===== config.mk =====
export PLATFORM = sky130hd
export DESIGN_NAME = instr_exc_classifier
export DESIGN_NICKNAME = d
export VERILOG_FILES = /design/src/rtl/exc_pkg.sv /design/src/rtl/exc_slot_track.sv /design/src/rtl/exc_div_check.sv /design/src/rtl/exc_prio.sv /design/src/rtl/instr_exc_classifier.sv
export SDC_FILE = /design/constraint.sdc
export NUM_CORES = 1
export LEC_CHECK = 0
export BUFFER_PORTS_ARGS = -buffer_cell sky130_fd_sc_hd__buf_2
export CORE_AREA = 5 5 50 52
export DETAILED_ROUTE_END_ITERATION = 10
export DIE_AREA = 0 0 55 57
export MAX_ROUTING_LAYER = met4
export PLACE_DENSITY = 0.73
export SLEW_MARGIN = 10
export SYNTH_ARGS = -nofsm -noshare
export SYNTH_HDL_FRONTEND = slang
export SYNTH_SLANG_ARGS = --single-unit

===== constraint.sdc =====
create_clock -name clk -period 1.2 [get_ports clk]
set_input_delay 0.12 -clock clk [delete_from_list [all_inputs] [get_ports clk]]
set_output_delay 0.12 -clock clk [all_outputs]
set_load 0.005 [all_outputs]

===== src/rtl/exc_pkg.sv =====
package exc_pkg;
  typedef enum logic [2:0] {
    CAUSE_NONE = 3'd0,
    CAUSE_SLOT = 3'd1,
    CAUSE_GEN  = 3'd2,
    CAUSE_TRAP = 3'd3,
    CAUSE_DIV  = 3'd4,
    CAUSE_FPU  = 3'd5
  } cause_e;

  // number of request lines, index 0 has highest priority
  localparam int NREQ = 5;
endpackage


===== src/rtl/exc_slot_track.sv =====
module exc_slot_track (
  input  logic clk,
  input  logic rst_n,
  input  logic issue_valid,
  input  logic is_delayed_br,
  input  logic exc_take,
  output logic slot_q
);
  always_ff @(posedge clk or negedge rst_n) begin
    if (!rst_n)           slot_q <= 1'b0;
    else if (exc_take)    slot_q <= 1'b0;
    else if (issue_valid) slot_q <= is_delayed_br;
  end
endmodule


===== src/rtl/exc_div_check.sv =====
module exc_div_check #(
  parameter int XLEN = 32
) (
  input  logic            is_div_u,
  input  logic            is_div_s,
  input  logic [XLEN-1:0] dividend,
  input  logic [XLEN-1:0] divisor,
  output logic            div_hit
);
  localparam logic [XLEN-1:0] MOST_NEG = {1'b1, {(XLEN-1){1'b0}}};
  localparam logic [XLEN-1:0] MINUS_ONE = {XLEN{1'b1}};

  function automatic logic zero_den(input logic [XLEN-1:0] d);
    return d == '0;
  endfunction

  function automatic logic signed_ovf(input logic [XLEN-1:0] n,
                                      input logic [XLEN-1:0] d);
    return (n == MOST_NEG) && (d == MINUS_ONE);
  endfunction

  always_comb begin
    div_hit = ((is_div_u | is_div_s) & zero_den(divisor))
            | (is_div_s & signed_ovf(dividend, divisor));
  end
endmodule


===== src/rtl/exc_prio.sv =====
module exc_prio
  import exc_pkg::*;
(
  input  logic [NREQ-1:0] req,
  output cause_e          cause,
  output logic            any
);
  always_comb begin
    cause = CAUSE_NONE;
    for (int i = NREQ - 1; i >= 0; i--) begin
      if (req[i]) cause = cause_e'(3'(i + 1));
    end
    any = |req;
  end
endmodule


===== src/rtl/instr_exc_classifier.sv =====
module instr_exc_classifier
  import exc_pkg::*;
#(
  parameter int XLEN = 32
) (
  input  logic            clk,
  input  logic            rst_n,
  input  logic            issue_valid,
  input  logic            is_trap,
  input  logic            is_undef,
  input  logic            is_fpu_op,
  input  logic            fpu_standby,
  input  logic            is_delayed_br,
  input  logic            is_pc_write,
  input  logic            is_wide,
  input  logic            is_bank_restore,
  input  logic            is_div_u,
  input  logic            is_div_s,
  input  logic [XLEN-1:0] dividend,
  input  logic [XLEN-1:0] divisor,
  input  logic            fpu_fault,
  output logic            exc_valid,
  output logic [2:0]      exc_cause,
  output logic            in_slot
);
  logic            slot_q;
  logic            undef_eff;
  logic            slot_forbid;
  logic            slot_bad;
  logic            gen_bad;
  logic            div_hit;
  logic [NREQ-1:0] req;
  cause_e          nxt_cause;
  logic            exc_take;
  logic            valid_q;
  cause_e          cause_q;

  // standby turns every floating-point class into undefined code
  assign undef_eff   = is_undef | (is_fpu_op & fpu_standby);
  assign slot_forbid = is_delayed_br | is_pc_write | is_trap | is_wide
                     | is_bank_restore | is_div_u | is_div_s;
  assign slot_bad    = slot_q & (undef_eff | slot_forbid);
  assign gen_bad     = ~slot_q & undef_eff;

  exc_div_check #(.XLEN(XLEN)) u_div (
    .is_div_u (is_div_u),
    .is_div_s (is_div_s),
    .dividend (dividend),
    .divisor  (divisor),
    .div_hit  (div_hit)
  );

  assign req = issue_valid ? {fpu_fault, div_hit, is_trap, gen_bad, slot_bad}
                           : '0;

  exc_prio u_prio (
    .req   (req),
    .cause (nxt_cause),
    .any   (exc_take)
  );

  exc_slot_track u_slot (
    .clk           (clk),
    .rst_n         (rst_n),
    .issue_valid   (issue_valid),
    .is_delayed_br (is_delayed_br),
    .exc_take      (exc_take),
    .slot_q        (slot_q)
  );

  always_ff @(posedge clk or negedge rst_n) begin
    if (!rst_n) begin
      valid_q <= 1'b0;
      cause_q <= CAUSE_NONE;
    end else begin
      valid_q <= exc_take;
      cause_q <= nxt_cause;
    end
  end

  assign exc_valid = valid_q;
  assign exc_cause = cause_q;
  assign in_slot   = slot_q;
endmodule


==> impl_metrics.env <==
export IMPL_gr_total_overflow=0
export IMPL_final_nets=241
export IMPL_cp_slowest_cell="or4_4"
export IMPL_io_pins=83
export IMPL_num_rows=17
export IMPL_synth_largest_area_cell="dfrtp_1"
export IMPL_rsz0062_at_grt="yes"
export IMPL_power_leakage_uw=0.0006357
export IMPL_slew_headroom_pct=79.99
export IMPL_powerDensity_mw_per_mm2=513.1
export IMPL_initialDrtViolationCount=5
export IMPL_die_width_um=55
export IMPL_grt_max_degree=7
export IMPL_syn_inst=61
export IMPL_finalSetupViolCount=4
export IMPL_r2r_end="u_slot.slot_q$_DFFE_PN0P_"
export IMPL_drtAntennaViolNets=0
export IMPL_synth_top_area_share_pct=23.87
export IMPL_critPathLaunchType="input pin"
export IMPL_hold_end="u_slot.slot_q$_DFFE_PN0P_"
export IMPL_crit_required_ns=1.35
export IMPL_criticalPathCategory="in2reg"
export IMPL_final_max_slew_viol_count=0
export IMPL_status="finished with violations"
export IMPL_detail_route_wl_per_cell_um=13.83
export IMPL_r2r_start="u_slot.slot_q$_DFFE_PN0P_"
export IMPL_dieArea_sq_mm=0.003135
export IMPL_period_share_pct=113.0
export IMPL_initial_core_util_pct=25.41
export IMPL_arrival_ns=1.51
export IMPL_worst_pin_slew_ns=0.3002
export IMPL_drc_errors=0
export IMPL_synth_avg_cell_area_sq_um=8.594
export IMPL_numCtsBuffers=3
export IMPL_die_h_um=57
export IMPL_root_buffer="clkbuf_4"
export IMPL_syn_area_sq_um=524.3
export IMPL_fin_skew_ns=0.0007832
export IMPL_ys_warn_count=0
export IMPL_grt_usage_pct=16.54
export IMPL_clk_latency_ns=0.24
export IMPL_slowest_delay_ns=0.52
export IMPL_timing_fmax_mhz=737.6
export IMPL_endpoint_kind="flip-flop"
export IMPL_path_delay_family="simple AND/OR/NAND/NOR gates"
export IMPL_layoutNonFillerInstCount=190
export IMPL_cts_sinks=5
export IMPL_worstPathCellList="buf_6 -> or4_4 -> or4_4 -> o311ai_4 -> nor3b_2"
export IMPL_r2r_slack_ns=0.26
export IMPL_grt_pass1_vias=972
export IMPL_area_delta_synth_final_pct=139.1
export IMPL_cts_setup_buffers=0
export IMPL_grt_pass1_wl_mm=3.919
export IMPL_h_tree_depth=1
export IMPL_setup_tns_ns=-0.4024
export IMPL_drive_gt1_share_pct=70.37
export IMPL_place_gp_congestion=0.8410
export IMPL_holdWs_ns=0.1322
export IMPL_tritoncts="done"
export IMPL_r2r_cells=3
export IMPL_port_buffers=82
export IMPL_vias_per_cell=4.868
export IMPL_clk_pin_slew_ns=0.04
export IMPL_ys_ff_latch=5
export IMPL_drt_pass1_iter_count=4
export IMPL_antenna_found_initial=0
export IMPL_crit_buf_inv=1
export IMPL_drv_cap=0
export IMPL_finalWorstSetupSlack_ns=-0.1558
export IMPL_final_hold_viol_count=0
export IMPL_ys_types=24
export IMPL_wl_mm=2.627
export IMPL_vdd_drop_max_uv=262.1
export IMPL_hold_depth=2
export IMPL_synth_fp_nets=139
export IMPL_placed_cells=185
export IMPL_cp_max_fo=3
export IMPL_violations="setup timing"
export IMPL_core_area_sq_mm=0.002063
export IMPL_hold_start="issue_valid"
export IMPL_crit_top_cell="or4_4"
export IMPL_register_area_sq_um=125.1
export IMPL_hpwl_mm=2.292
export IMPL_vias=925
export IMPL_min_path_type="in2reg"
export IMPL_synth_area_top_cells="dfrtp_1, nor4_1, nand4_1"
export IMPL_fillers=182
export IMPL_clockBufferDepth=2
export IMPL_diodes=0
export IMPL_multiInputGateArea_sq_um=473.0
export IMPL_yosysSeqAreaShare_pct=23.87
export IMPL_period_minus_slack_ns=1.356
==> synthesized netlist by cell type, drive strengths merged <==
| cell | n |
|---|---|
| nand3 | 4 |
| nand4 | 10 |
| a211oi | 1 |
| o21a | 1 |
| nand2 | 1 |
| inv | 4 |
| dfrtp | 5 |
| nor2 | 3 |
| nor3 | 3 |
| nor3b | 1 |
| nand2b | 1 |
| or4 | 2 |
| o21ai | 1 |
| o311ai | 2 |
| a21oi | 3 |
| a21o | 1 |
| nor4 | 13 |
| nor4b | 1 |
| nor4bb | 1 |
| nand4b | 2 |
| o32ai | 1 |
==> flip-flops by register name, indices dropped and copies added, names as in the netlist <==
| register | cells |
|---|---|
| exc_cause | 3 |
| exc_valid | 1 |
| u_slot.slot_q | 1 |
==> routing by layer <==
metal	wire, um	global-route usage (%)
met1	856	17.81
met2	1546	29.90
met3	185	2.350
met4	39	5.208
met5	0	-
==> logic make-up after synthesis <==
kind of cell,count (synthesis),synth area share [%]
flip-flops,5,23.87
AO/OA/AOI/OAI,10,16.47
AND/OR/NAND/NOR,42,56.80
buffers and inverters,4,2.863
==> where the power goes <==
group / switching (uW) / total (uW) / internal, uW
clock: 60.0 / 185 / 125
combinational: 111 / 277 / 166
sequential: 3.21 / 181 / 178
total: 174 / 643 / 469
==> stage by stage <==
step / instance area (sq um) / total power [uW] / util [%] / worst slack [ns]
after CTS: 1171 / 624.7 / 56.76 / -0.1268
after floorplan: 524.3 / 231.4 / - / -0.2051
after global placement: 1075 / 404.3 / 52.09 / -0.3444
after global routing: 1254 / 683.5 / 60.76 / -0.2203
after detailed placement: 1075 / 412.4 / 52.09 / -0.4266
final: 1254 / 643.2 / 60.76 / -0.1558
==> cell usage in the layout, fill, tap and decap left out, types with 2 or more instances in the layout <==
cell type   n
a21oi_1     3
buf_2      74
buf_4      14
buf_6       7
clkbuf_4    3
dfrtp_1     5
inv_1       4
nand3_1     4
nand4_1     8
nand4_4     2
nand4b_1    2
nor2_1      3
nor3_1      3
nor4_1      6
nor4_2      4
nor4_4      3
or4_4       2
==> final cells by class <==
class | count | share of cell area (%)
clock buffer | 4 | 2.096
inverter | 4 | 1.198
multi-input combinational | 52 | 37.72
sequential | 5 | 9.980
tap | 28 | 2.794
timing repair buffer | 97 | 46.21
==> timing repair <==
action	CTS	global route
hold buffers	1	0
resized for setup	11	15
endpoints found under the setup margin	4	4
hold endpoints to repair	5	0
pin swaps	4	6
==> worst max-delay path by stage <==
stage | slack (ns) | cells past startpoint | endpoint | from
after global placement | -0.34 | 6 | exc_cause[2]$_DFF_PN0_ | divisor[0]
final | -0.16 | 5 | exc_cause[2]$_DFF_PN0_ | divisor[9]
after global routing | -0.22 | 7 | exc_cause[2]$_DFF_PN0_ | dividend[1]
after CTS | -0.13 | 5 | exc_cause[2]$_DFF_PN0_ | divisor[9]
after floorplan | -0.21 | 4 | exc_cause[2]$_DFF_PN0_ | divisor[9]
after detailed placement | -0.43 | 6 | exc_cause[2]$_DFF_PN0_ | divisor[8]
No activity file was read; power rests on OpenSTA's default activity.
